File: src/rtl/sprite_dma_pkg.sv
package sprite_dma_pkg;
  typedef enum logic [1:0] {
    ST_IDLE = 2'd0,
    ST_RD   = 2'd1,
    ST_WR   = 2'd2
  } dma_state_e;
endpackage

File: src/rtl/sprite_dma_trig.sv
module sprite_dma_trig #(
  parameter int ADDR_W = 16,
  parameter int DATA_W = 8,
  parameter int SEL_W = 3,
  parameter logic [ADDR_W-1:0] TRIG_ADDR = 16'h4014
) (
  input  logic              cpu_wr,
  input  logic [ADDR_W-1:0] cpu_addr,
  input  logic [DATA_W-1:0] cpu_wdata,
  input  logic              idle,
  output logic              start,
  output logic [SEL_W-1:0]  page_sel
);
  // Only the low bits choose the page; the rest are deliberately dropped.
  logic unused_hi;
  assign unused_hi = ^cpu_wdata[DATA_W-1:SEL_W];

  assign start    = cpu_wr && (cpu_addr == TRIG_ADDR) && idle;
  assign page_sel = cpu_wdata[SEL_W-1:0];
endmodule

File: src/rtl/sprite_dma_seq.sv
module sprite_dma_seq
  import sprite_dma_pkg::*;
(
  input  logic       clk,
  input  logic       rst,
  input  logic       start,
  input  logic       last,
  output dma_state_e state,
  output dma_state_e nxt,
  output logic       cpu_stall,
  output logic       bus_own,
  output logic       bus_we,
  output logic       xfer_done
);
  always_comb begin
    nxt = state;
    case (state)
      ST_IDLE: if (start) nxt = ST_RD;
      ST_RD:   nxt = ST_WR;
      ST_WR:   nxt = last ? ST_IDLE : ST_RD;
      default: nxt = ST_IDLE;
    endcase
  end

  always_ff @(posedge clk) begin
    if (rst) begin
      state     <= ST_IDLE;
      cpu_stall <= 1'b0;
      bus_own   <= 1'b0;
      bus_we    <= 1'b0;
      xfer_done <= 1'b0;
    end else begin
      state     <= nxt;
      cpu_stall <= (nxt != ST_IDLE);
      bus_own   <= (nxt != ST_IDLE);
      bus_we    <= (nxt == ST_WR);
      xfer_done <= (state == ST_WR) && last;
    end
  end


  rd_then_wr_chk: assert property (@(posedge clk) disable iff (rst)
    (bus_own && !bus_we) |=> (bus_own && bus_we));


  done_single_chk: assert property (@(posedge clk) disable iff (rst)
    xfer_done |=> !xfer_done);


  stall_release_chk: assert property (@(posedge clk) disable iff (rst)
    $fell(cpu_stall) |-> xfer_done);
endmodule

File: src/rtl/sprite_dma_path.sv
module sprite_dma_path
  import sprite_dma_pkg::*;
#(
  parameter int ADDR_W = 16,
  parameter int DATA_W = 8,
  parameter int SEL_W = 3,
  parameter int BYTES = 256,
  parameter logic [ADDR_W-1:0] DEST_ADDR = 16'h2004
) (
  input  logic              clk,
  input  logic              rst,
  input  logic              start,
  input  logic [SEL_W-1:0]  page_sel,
  input  dma_state_e        state,
  input  dma_state_e        nxt,
  input  logic [DATA_W-1:0] bus_rdata,
  output logic              last,
  output logic [ADDR_W-1:0] bus_addr,
  output logic [DATA_W-1:0] bus_wdata
);
  localparam int CNT_W = $clog2(BYTES);
  localparam int RAM_W = SEL_W + CNT_W;

  logic [SEL_W-1:0] page_q, page_nxt;
  logic [CNT_W-1:0] idx_q, idx_nxt;
  logic [RAM_W-1:0] src_nxt;

  always_comb begin
    page_nxt = page_q;
    idx_nxt  = idx_q;
    if (start) begin
      page_nxt = page_sel;
      idx_nxt  = '0;
    end else if (state == ST_WR) begin
      idx_nxt = idx_q + CNT_W'(1);
    end
  end

  assign src_nxt = {page_nxt, idx_nxt};
  assign last    = (idx_q == CNT_W'(BYTES - 1));

  always_ff @(posedge clk) begin
    if (rst) begin
      page_q    <= '0;
      idx_q     <= '0;
      bus_addr  <= '0;
      bus_wdata <= '0;
    end else begin
      page_q <= page_nxt;
      idx_q  <= idx_nxt;
      case (nxt)
        ST_RD:   bus_addr <= ADDR_W'(src_nxt);
        ST_WR:   bus_addr <= DEST_ADDR;
        default: bus_addr <= '0;
      endcase
      bus_wdata <= (nxt == ST_WR) ? bus_rdata : '0;
    end
  end


  dest_addr_chk: assert property (@(posedge clk) disable iff (rst)
    (state == ST_WR) |-> (bus_addr == DEST_ADDR));


  src_window_chk: assert property (@(posedge clk) disable iff (rst)
    (state == ST_RD) |-> (bus_addr < ADDR_W'(1 << RAM_W)));
endmodule

File: src/rtl/sprite_dma.sv
module sprite_dma
  import sprite_dma_pkg::*;
#(
  parameter int ADDR_W = 16,
  parameter int DATA_W = 8,
  parameter int SEL_W = 3,
  parameter int BYTES = 256,
  parameter logic [ADDR_W-1:0] TRIG_ADDR = 16'h4014,
  parameter logic [ADDR_W-1:0] DEST_ADDR = 16'h2004
) (
  input  logic              clk,
  input  logic              rst,
  input  logic              cpu_wr,
  input  logic [ADDR_W-1:0] cpu_addr,
  input  logic [DATA_W-1:0] cpu_wdata,
  input  logic [DATA_W-1:0] bus_rdata,
  output logic              cpu_stall,
  output logic              bus_own,
  output logic              bus_we,
  output logic [ADDR_W-1:0] bus_addr,
  output logic [DATA_W-1:0] bus_wdata,
  output logic              xfer_done
);
  dma_state_e       state, nxt;
  logic             start, last;
  logic [SEL_W-1:0] page_sel;

  sprite_dma_trig #(
    .ADDR_W(ADDR_W), .DATA_W(DATA_W), .SEL_W(SEL_W), .TRIG_ADDR(TRIG_ADDR)
  ) u_trig (
    .cpu_wr(cpu_wr), .cpu_addr(cpu_addr), .cpu_wdata(cpu_wdata),
    .idle(state == ST_IDLE), .start(start), .page_sel(page_sel)
  );

  sprite_dma_seq u_seq (
    .clk(clk), .rst(rst), .start(start), .last(last),
    .state(state), .nxt(nxt), .cpu_stall(cpu_stall), .bus_own(bus_own),
    .bus_we(bus_we), .xfer_done(xfer_done)
  );

  sprite_dma_path #(
    .ADDR_W(ADDR_W), .DATA_W(DATA_W), .SEL_W(SEL_W), .BYTES(BYTES),
    .DEST_ADDR(DEST_ADDR)
  ) u_path (
    .clk(clk), .rst(rst), .start(start), .page_sel(page_sel),
    .state(state), .nxt(nxt), .bus_rdata(bus_rdata), .last(last),
    .bus_addr(bus_addr), .bus_wdata(bus_wdata)
  );


  busy_ignore_chk: assert property (@(posedge clk) disable iff (rst)
    (bus_own && cpu_wr && cpu_addr == TRIG_ADDR && bus_we && !last) |=> (bus_own && !bus_we));
endmodule

File: config.mk
export PLATFORM = sky130hd
export DESIGN_NAME = sprite_dma
export DESIGN_NICKNAME = d
export VERILOG_FILES = /design/src/rtl/sprite_dma_pkg.sv /design/src/rtl/sprite_dma_trig.sv /design/src/rtl/sprite_dma_seq.sv /design/src/rtl/sprite_dma_path.sv /design/src/rtl/sprite_dma.sv
export SDC_FILE = /design/constraint.sdc
export NUM_CORES = 1
export LEC_CHECK = 0
export CORE_ASPECT_RATIO = 1.2
export CORE_MARGIN = 2
export CORE_UTILIZATION = 39
export CTS_BUF_LIST = sky130_fd_sc_hd__clkbuf_8 sky130_fd_sc_hd__clkbuf_16
export DETAILED_ROUTE_END_ITERATION = 10
export GPL_TIMING_DRIVEN = 0
export PLACE_DENSITY = 0.78
export REMOVE_ABC_BUFFERS = 1
export SLEW_MARGIN = 20
export SYNTH_ARGS = -nofsm -noshare
export SYNTH_HDL_FRONTEND = slang
export SYNTH_SLANG_ARGS = --single-unit
File: constraint.sdc
create_clock -name clk -period 1.9 [get_ports clk]
set_input_delay 0.38 -clock clk [delete_from_list [all_inputs] [get_ports clk]]
set_output_delay 0.38 -clock clk [all_outputs]
set_load 0.05 [all_outputs]
Word level (Yosys, flattened, before mapping)
Cells that the tools add are included.

Bits in registers: 40. Bits of input ports: 35. Output and inout bits: 28. Logic and storage cells: 29.

Add/subtract/negate cells: 1. Equal/unequal tests: 6. Multiplexer cells: 7. Bitwise gates (word level): 1. Reduce and logical (&&, ||, !) cells: 6.

Operators by type and width (number): 14-bit case mux with 2 select lines (1); 16-bit by 15-bit equality test with 1-bit output, second input constant (1); 8-bit two-way mux (2); 8-bit by 1-bit adder with 8-bit output, second input constant (1); 8-bit equality test, second input constant (1); 2-bit case mux with 3 select lines (1); 2-bit by 1-bit equality test with 1-bit output, second input constant (2); 2-bit equality test, second input constant (2); 1-bit logical AND (3); 3-bit two-way mux (1); 2-bit logical NOT (1); 2-bit two-way mux (1); 2-bit nonzero test (1); 2-bit OR reduction (1); 1-bit two-way mux (1); 1-bit inverter (1).

Longest topological paths before layout
Gate-level depths: netlist of run 1.

Depth after elaboration: 8. Mapped depth: 5. Gate-level depth less buffers: 5.

Hierarchy
From an unflattened synthesis of run 1, not the netlist that was laid out.

Cells, all modules: 138. Area total of the unflattened synthesis: 1366.3 um^2.

Modules (own cells, without submodules): sprite_dma_path (instances 1, cells an instance 109, area an instance 1094.8 um^2, sequential area each 620.6 um^2); sprite_dma_seq (instances 1, cells an instance 18, area an instance 186.4 um^2, sequential area each 100.1 um^2); sprite_dma_trig (instances 1, cells an instance 10, area an instance 81.3 um^2, sequential area each 0.0 um^2); sprite_dma (instances 1, cells an instance 1, area an instance 3.8 um^2, sequential area each 0.0 um^2).

Least setup slack after synthesis of run 1
Ideal clock, no wire load.

Kind: reg2reg. Start point: register u_path.bus_addr[13] (netlist name). End point: register u_path.bus_addr[7]. Setup time: 137 ps. Arrival: 1644 ps. Data required time: 1763 ps. Path slack: 118 ps. Stages on the path, launching flop included: 5. Buffers on the path: 0. Period minus slack after synthesis: 1782 ps. Cell sequence: dfxtp_1 and4b_1 or3b_2 xor2_1 nor3_1.

RTL lines: to (signal assigned) (RTL line sprite_dma_path.sv:52) `ST_RD: bus_addr <= ADDR_W'(src_nxt);`; to (decl) (RTL line sprite_dma_path.sv:18) `output logic [ADDR_W-1:0] bus_addr,`.

Worst setup path after layout of run 1
Start point: input cpu_addr[11]. End point: register u_path.page_q[0].

Word-level cells in the longest chain between the ends: 4.

Ends and longest elaborated chain: from (decl) (RTL line sprite_dma.sv:14) `input logic [ADDR_W-1:0] cpu_addr,`; 16-bit by 15-bit equality test with 1-bit output (RTL line sprite_dma_trig.sv:18) `assign start = cpu_wr && (cpu_addr == TRIG_ADDR) && idle;`; 1-bit logical AND (2 in series) (RTL line sprite_dma_trig.sv:18); 3-bit two-way mux (RTL line sprite_dma_path.sv:31) `if (start) begin`; to (signal assigned) (RTL line sprite_dma_path.sv:49) `page_q <= page_nxt;`; to (decl) (RTL line sprite_dma_path.sv:24) `logic [SEL_W-1:0] page_q, page_nxt;`.

Every way passes these cells. A chain may end at the register's enable or synchronous reset.

==> results.json, run 1 <==
{
  "hold_viol": 0,
  "port_buffers": 53,
  "avgSynthCellArea_um2": 9.75,
  "status": "finished clean",
  "fillers": 267,
  "yosysSeqAreaShare": 0.529,
  "syn_inst": 132,
  "setup-tns-final_ns": 0,
  "seq_area_um2": 681,
  "rows": 22,
  "cts_buffer_depth": 2,
  "syn_area_um2": 1290,
  "drt_iter0_markers": 23,
  "max_cap_violations": 0,
  "grt_pass1_vias": 1225,
  "cts_tree": "done",
  "post_drt_wl_per_cell_um": 12.7,
  "antenna_found_initial": 0,
  "fin_area_um2": 1970,
  "fmax_ghz": 0.549,
  "drc": 0,
  "cp.required_ns": 2.10,
  "synth-async-reset-ratio": 0,
  "layout-drive-gt1-share": 0.108,
  "cts.sinks": 34,
  "synth_warnings": 0,
  "p_leak_uw": 0.000726,
  "final_cells": 222,
  "final_cell_mix": "clkdlybuf4s50_1 (49), dfxtp_1 (34), nor3_1 (9)",
  "coreArea_um2": 3110,
  "worstMarginPinSlew_ns": 0.797,
  "insertion_delay_ns": 0.28,
  "criticalPathCategory": "in2reg",
  "nets": 221,
  "maxSlewHeadroom": 0.467,
  "final_antenna_net_count": 0,
  "grt_max_degree": 24,
  "place_inst": 213,
  "layout_min_cycle_time_ns": 1.82,
  "p_int_uw": 1060,
  "route.vias.total": 1119,
  "p_comb_frac": 0.071,
  "layout_commonest_cell": "clkdlybuf4s50_1",
  "crit_path_end_kind": "flip-flop",
  "routabilityCongestion": 0.732,
  "dp_slack_ns": -0.286,
  "drv_slew": 0,
  "area_delta_synth_final_pct": 52.8,
  "drt-vias-per-instance": 5.04,
  "gr-total-overflow": 0,
  "synth-edff-count": 0,
  "path_clk_slew_ns": 0.06,
  "synth_seq_cells": 34,
  "diodes": 0,
  "whs_ns": 0.477,
  "grt_pass1_wl_um": 4890,
  "multi_input_area_um2": 583,
  "initial_core_util": 0.414,
  "finalSetupViolCount": 0,
  "worst_slack_ns": 0.0799,
  "placed_cell_area_um2": 1810,
  "p_per_area_nw_per_um2": 685,
  "cp-start-kind": "primary input",
  "ys_types": 33,
  "switchingPower_uw": 288,
  "post-route-period-util": 0.958,
  "p_seq_frac": 0.529,
  "routed_wl_um": 2820,
  "synth_top_flop_cell": "dfxtp_1",
  "first_pass_iters": 4,
  "min-delay-path-class": "reg2reg",
  "p_clk_frac": 0.400,
  "die_x_um": 56.5,
  "crit_fanout": 8,
  "ir_drop_v": 0.000574,
  "h-tree-depth": 2,
  "place_hpwl_um": 2100,
  "die_h_um": 66.9,
  "switching_share": 0.214,
  "cp_data_arrival_time_ns": 2.02,
  "clock-root-buffer": "clkbuf_8",
  "dieArea_um2": 3780,
  "grt_usage": 0.169,
  "clock_skew_ns": 0.00348,
  "cts_made_buffers": 5,
  "io_pins": 63
}
path summary, 6_finish.rpt:
| path | start | endpoint | slack, ns | cells past startpoint |
|---|---|---|---|---|
| hold reg to reg | u_path.page_q[2] | u_path.page_q[2] | 0.48 | 2 |
| hold / removal | u_path.page_q[2] | u_path.page_q[2] | 0.48 | 2 |
| setup reg to reg | u_path.idx_q[0] | u_seq.cpu_stall | 0.22 | 4 |
| setup / recovery | cpu_addr[11] | u_path.page_q[0] | 0.08 | 5 |
logic make-up (layout without fill, tap and decap cells):
kind of cell | after synthesis | after routing | synth area share
mux | 1 | 1 | 0.00777
buf+inv | 17 | 68 | 0.0671
simple gates | 52 | 52 | 0.249
xor+xnor | 6 | 6 | 0.0408
flops | 34 | 34 | 0.529
fa+ha+maj | 1 | 1 | 0.00972
compound gates | 20 | 20 | 0.0943
other cells | 1 | 4 | 0.00291
power groups by stage:
stage	Clock [uW]	Combinational (uW)	Sequential, uW
6_report	538	96.3	713
5_1_grt	583	103	712
4_1_cts	554	90.3	712
3_5_place_dp	0	90.1	729
3_3_place_gp	0	88.7	729
2_1_floorplan	0	23.1	729
registers in the layout (all words and copies together), names as in the netlist:
register,flops
u_path.bus_addr,12
u_path.bus_wdata,8
u_path.idx_q,8
u_path.page_q,3
u_seq.cpu_stall,1
u_seq.state,1
u_seq.xfer_done,1
stage by stage:
step / power (uW) / utilization
after floorplan: 752 / -
after global placement: 817 / 0.582
after detailed placement: 819 / 0.582
after CTS: 1360 / 0.612
after global routing: 1400 / 0.632
final: 1350 / 0.632
per-layer routing:
layer | track usage | share of wire
met1 | 0.152 | 0.38
met2 | 0.318 | 0.53
met3 | 0.0641 | 0.083
met4 | 0.0982 | 0.013
met5 | 0 | 0
Yosys cell counts, types with 2 or more instances:
library cell	instances	share of area
nor2_1	8	0.023
clkbuf_1	5	0.015
nor3_1	9	0.035
o21ai_0	2	0.0078
and2_1	8	0.039
o211ai_1	3	0.017
nand4_1	2	0.0097
a21oi_1	8	0.031
nor4b_1	3	0.020
inv_1	6	0.017
nand3_1	2	0.0078
xor2_1	4	0.027
o31ai_1	3	0.017
buf_4	6	0.035
a21o_1	2	0.012
nor2b_1	3	0.015
dfxtp_1	34	0.53
or4_1	3	0.017
or3_1	4	0.019
xnor2_1	2	0.014
nand2_1	3	0.0087
final cells by class:
type	count	share of cell area
clock inverter	2	0.00636
tap	36	0.0229
multi-input combinational	84	0.296
clock buffer	6	0.0420
timing repair buffer	54	0.275
sequential	34	0.346
inverter	6	0.0115
worst max-delay path, cell delays in order:
cell	delay, ns
clkdlybuf4s50_1	0.42
nor4b_2	0.34
nand2_2	0.18
or4_1	0.54
a21oi_1	0.16
timing repair:
item                                    CTS  global route
pin swaps                                 0             4
setup buffers                             0             1
endpoints found under the setup margin    2            22
gates cloned                              0             0
hold buffers                              0             0
resized for setup                         2            12
(Power assumes the default switching activity.)
==> run 2: changes to the inputs <==
--- a/config.mk
+++ b/config.mk
@@ -8,9 +8,9 @@
 export CORE_ASPECT_RATIO = 1.2
 export CORE_MARGIN = 2
-export CORE_UTILIZATION = 39
-export CTS_BUF_LIST = sky130_fd_sc_hd__clkbuf_8 sky130_fd_sc_hd__clkbuf_16
+export CORE_UTILIZATION = 41
+export CTS_BUF_LIST = sky130_fd_sc_hd__clkbuf_4 sky130_fd_sc_hd__clkbuf_8
 export DETAILED_ROUTE_END_ITERATION = 10
 export GPL_TIMING_DRIVEN = 0
-export PLACE_DENSITY = 0.78
+export PLACE_DENSITY = 0.81
 export REMOVE_ABC_BUFFERS = 1
 export SLEW_MARGIN = 20
==> constraint.sdc (replaced) <==
create_clock -name clk -period 2.09 [get_ports clk]
set_input_delay 0.627 -clock clk [delete_from_list [all_inputs] [get_ports clk]]
set_output_delay 0.627 -clock clk [all_outputs]
set_load 0.05 [all_outputs]
==> run 2 against run 1 <==
  * Cell count is the same
  * Sequential power shrank 9.3%
  * Setup slack lost 0.0050 ns
  * Critical endpoint is now u_path.idx_q[3]
  * Largest power group unchanged
==> results.json, run 2 (synthesized netlist as in run 1, its figures left out) <==
{
  "layout_commonest_cell": "dfxtp_1",
  "route.vias.total": 1139,
  "crit_fanout": 8,
  "worstMarginPinSlew_ns": 0.852,
  "drv_slew": 0,
  "routed_wl_um": 3070,
  "cts_made_buffers": 5,
  "clock-root-buffer": "clkbuf_4",
  "antenna_found_initial": 0,
  "hold_viol": 0,
  "nets": 221,
  "cp_data_arrival_time_ns": 2.20,
  "largest_reg_flops": 12,
  "cts_tree": "done",
  "cts.sinks": 34,
  "min-delay-path-class": "reg2reg",
  "gr-total-overflow": 0,
  "post-route-period-util": 0.964,
  "post_drt_wl_per_cell_um": 13.8,
  "finalSetupViolCount": 0,
  "max_cap_violations": 0,
  "final_cell_mix": "dfxtp_1 (34), clkdlybuf4s50_1 (27), dlymetal6s2s_1 (16)",
  "critPathLaunch": "cpu_addr[15]",
  "die_h_um": 65.4,
  "fin_util": 0.655,
  "routabilityCongestion": 0.824,
  "grt_pass1_wl_um": 4720,
  "reg2reg_depth": 3,
  "h-tree-depth": 2,
  "grt_max_degree": 24,
  "drt_iter0_markers": 27,
  "multi_input_area_um2": 588,
  "grt_usage": 0.182,
  "whs_ns": 0.485,
  "layout-drive-gt1-share": 0.113,
  "dieArea_um2": 3610,
  "fillers": 231,
  "cp-start-kind": "primary input",
  "min_to": "u_path.page_q[0]",
  "drt-vias-per-instance": 5.13,
  "path_clk_slew_ns": 0.10,
  "r2r_slack_ns": 0.29,
  "die_x_um": 55.2,
  "place_hpwl_um": 2120,
  "p_per_area_nw_per_um2": 620,
  "io_pins": 63,
  "diodes": 0,
  "initial_core_util": 0.425,
  "criticalPathCategory": "in2reg",
  "final_antenna_net_count": 0,
  "area_delta_synth_final_pct": 54.1,
  "rows": 22,
  "status": "finished clean",
  "port_buffers": 53,
  "worst_hold_startpoint": "u_path.page_q[0]",
  "drc": 0,
  "first_pass_iters": 4,
  "clock_skew_ns": 0.00860,
  "fmax_ghz": 0.496,
  "cts_buffer_depth": 2,
  "met3_usage": 0.0682,
  "crit_path_end_kind": "flip-flop",
  "layout_min_cycle_time_ns": 2.02,
  "grtUsageMet2": 0.315,
  "grt_busiest_layer": "met2",
  "cp.required_ns": 2.27,
  "r2r_end": "u_path.bus_addr[5]",
  "maxSlewHeadroom": 0.430,
  "reg_top3": "u_path.bus_addr x12, u_path.bus_wdata x8, u_path.idx_q x8",
  "seq_area_um2": 681,
  "grt_pass1_vias": 1099,
  "grtUsageMet1": 0.185,
  "rsz0062_at_grt": "false",
  "insertion_delay_ns": 0.33,
  "r2r-start": "u_path.bus_addr[13]",
  "coreArea_um2": 3030,
  "ir_drop_v": 0.000699,
  "min_path_cells": 2,
  "p_leak_uw": 0.00104,
  "largest-register": "u_path.bus_addr"
}
[run 2: changes by cell type in the layout (fill, tap and decap cells not counted), sizes merged]
cell	change
clkdlybuf4s50	-22
clkbuf	+1
clkinvlp	-1
bufinv	+1
clkinv	-1
dlymetal6s2s	+14
dlygate4sd2	+8
[run 2: final cells by class]
cell class | count | area share
repair buffers | 54 | 0.285
inverters | 6 | 0.0113
flip-flops and latches | 34 | 0.343
multi-input cells | 84 | 0.296
clock inverters | 1 | 0.0151
well taps | 36 | 0.0227
clock buffers | 7 | 0.0265
[run 2: critical path, stage by stage]
cell	delay [ns]
clkdlybuf4s50_1	0.44
nor4_4	0.27
nand4_4	0.17
buf_4	0.19
nor3_4	0.37
nor3_1	0.12
[run 2: power breakdown]
group	switching [uW]	internal [uW]
clock	215	280
combinational	37.4	50.2
sequential	0.00115	647
total	252	977
[run 2: per-layer routing]
layer / vias to the layer above / wire length (um) / part of all wire
met4: 0 / 60 / 0.020
met3: 7 / 214 / 0.070
met5: - / 0 / 0
met1: 535 / 1170 / 0.38
met2: 43 / 1630 / 0.53
li1: 554 / - / -
[run 2: per-stage QoR]
| stage | cell area (um^2) | setup slack [ns] | TNS (ns) | power, uW | std cells |
|---|---|---|---|---|---|
| after floorplan | 1230 | -0.0288 | -0.0541 | 683 | 124 |
| after global routing | 1980 | 0.00114 | 0 | 1260 | 222 |
| after global placement | 1810 | -0.322 | -5.99 | 743 | 213 |
| final | 1980 | 0.0750 | 0 | 1230 | 222 |
| after CTS | 1900 | 0.00110 | 0 | 1220 | 221 |
| after detailed placement | 1810 | -0.387 | -6.96 | 744 | 213 |
[run 2: timing repair]
item	4_1_cts	5_1_grt
gates cloned	0	0
pin swaps	4	2
setup buffers	0	1
resized for setup	14	23
hold buffers	0	0
endpoints found under the setup margin	11	39
[run 2: worst max-delay path by stage]
| stage | cells after the start | to | slack, ns |
|---|---|---|---|
| global route | 6 | u_path.idx_q[3] | 0.001 |
| detailed placement | 5 | u_path.page_q[2] | -0.39 |
| floorplan | 4 | u_path.bus_addr[7] | -0.03 |
| finish | 6 | u_path.idx_q[3] | 0.07 |
| CTS | 1 | bus_wdata[6] | 0.001 |
| global placement | 5 | u_path.bus_addr[9] | -0.32 |
==> run 3: changes to the inputs <==
Settings changed: CORE_UTILIZATION 41 to 44, CTS_CLUSTER_SIZE set to 24, PLACE_DENSITY 0.81 to 0.86.
Clock period 2.09 ns to 2.57 ns, I/O delays scaled along.
==> run 3 against run 2 <==
  * First-iteration DRC count down 48%
  * Worst hold slack got worse by 0.0099 ns
  * Register-to-register slack improved by 0.54 ns
  * Total power fell by 20%
  * Clock-buffer cell count down 1
  * Via count shrank 1.8%
  * Global-route usage grew 0.85 points
  * Setup slack gained 0.063 ns
  * Clock power decreased by 20%
  * Largest power group unchanged
==> results.json, run 3 (synthesized netlist as in run 1, its figures left out) <==
{
  "grt_max_degree": 24,
  "clock_skew_ns": 0.0123,
  "rsz0062_at_grt": "false",
  "final_cell_mix": "clkdlybuf4s50_1 (53), dfxtp_1 (34), nor3_1 (9)",
  "cts.sinks": 34,
  "die_x_um": 53.4,
  "drt-vias-per-instance": 5.13,
  "ir_drop_v": 0.000401,
  "first_pass_iters": 4,
  "worstMarginPinSlew_ns": 0.777,
  "hold_buffers": 0,
  "layout_commonest_cell": "clkdlybuf4s50_1",
  "maxSlewHeadroom": 0.481,
  "routabilityCongestion": 0.838,
  "largest_reg_flops": 12,
  "die_h_um": 63.3,
  "min-delay-path-class": "reg2reg",
  "whs_ns": 0.476,
  "layout_min_cycle_time_ns": 2.43,
  "finalSetupViolCount": 0,
  "grt_pass1_wl_um": 4610,
  "rows": 21,
  "worst-path-buf-inv": 1,
  "cts_buffer_depth": 2,
  "reg_top3": "u_path.bus_addr x12, u_path.bus_wdata x8, u_path.idx_q x8",
  "diodes": 0,
  "post-route-period-util": 0.946,
  "antenna_found_initial": 0,
  "clock-root-buffer": "clkbuf_4",
  "final_antenna_net_count": 0,
  "path_delay_family": "buffers and inverters",
  "h-tree-depth": 2,
  "initial_core_util": 0.462,
  "place_hpwl_um": 2110,
  "drv_slew": 0,
  "crit_fanout": 7,
  "route.vias.total": 1118,
  "cp.required_ns": 1.80,
  "setup-tns-final_ns": 0,
  "max_cap_violations": 0,
  "layout-drive-gt1-share": 0.0598,
  "largest-register": "u_path.bus_addr",
  "area_delta_synth_final_pct": 46.7,
  "p_per_area_nw_per_um2": 522,
  "cp_cell_sequence": "clkdlybuf4s50_1",
  "slowest_delay_ns": 0.86,
  "drc": 0,
  "io_pins": 63,
  "path_clk_slew_ns": 0.10,
  "criticalPathCategory": "reg2out",
  "routed_wl_um": 2700,
  "post_cts_buffers": 0,
  "coreArea_um2": 2790,
  "cts_tree": "done",
  "p_leak_uw": 0.000665,
  "cp_data_arrival_time_ns": 1.66,
  "nets": 220,
  "port_buffers": 53,
  "gr-total-overflow": 0,
  "post_drt_wl_per_cell_um": 12.4,
  "grt_usage": 0.191,
  "status": "finished clean",
  "grt_pass1_vias": 1086,
  "insertion_delay_ns": 0.34,
  "crit_path_end_kind": "output pin",
  "cts_made_buffers": 5,
  "fmax_ghz": 0.411,
  "hold_viol": 0,
  "dieArea_um2": 3380,
  "cp-start-kind": "flip-flop",
  "ctsResizeCount": 0,
  "slowest_stage": "clkdlybuf4s50_1",
  "drt_iter0_markers": 14
}
run 3: per-layer routing:
layer,GRT usage,part of all wire,vias up
li1,-,-,552
met1,0.192,0.37,519
met2,0.324,0.54,43
met3,0.0829,0.068,4
met4,0.0897,0.023,0
met5,0,0,-
run 3: path summary, 6_finish.rpt:
path	startpoint	cells past startpoint	slack, ns	endpoint
worst max-delay path	u_path.bus_addr[13]	1	0.14	bus_addr[13]
worst min-delay path	u_path.page_q[1]	2	0.48	u_path.page_q[1]
worst max register to register	u_path.bus_addr[13]	3	0.83	u_path.bus_addr[1]
worst min register to register	u_path.page_q[1]	2	0.48	u_path.page_q[1]
run 3: through the flow:
step	area, um^2	setup slack, ns	utilization	cells	total power, uW
finish	1890	0.138	0.678	218	987
global route	1890	0.0654	0.678	218	1020
CTS	1890	0.138	0.678	218	995
detailed placement	1810	0.0137	0.649	211	605
global placement	1810	0.0445	0.649	211	604
floorplan	1230	0.451	-	124	556
run 3: final cells by class:
| cell class | count | area, um^2 |
|---|---|---|
| Tap cell | 34 | 42.5 |
| Multi-Input combinational cell | 84 | 532 |
| Fill cell | 233 | 896 |
| Clock buffer | 6 | 51.3 |
| Timing Repair Buffer | 53 | 531 |
| Sequential cell | 34 | 681 |
| Inverter | 6 | 22.5 |
| Clock inverter | 1 | 30.0 |
run 3: where the power goes:
part	leakage [uW]	switching, uW	total, uW	internal (uW)
Clock	0.0000443	168	395	226
Combinational	0.000347	25.6	65.9	40.4
Sequential	0.000274	0.000863	526	526
Total	0.000665	194	987	793
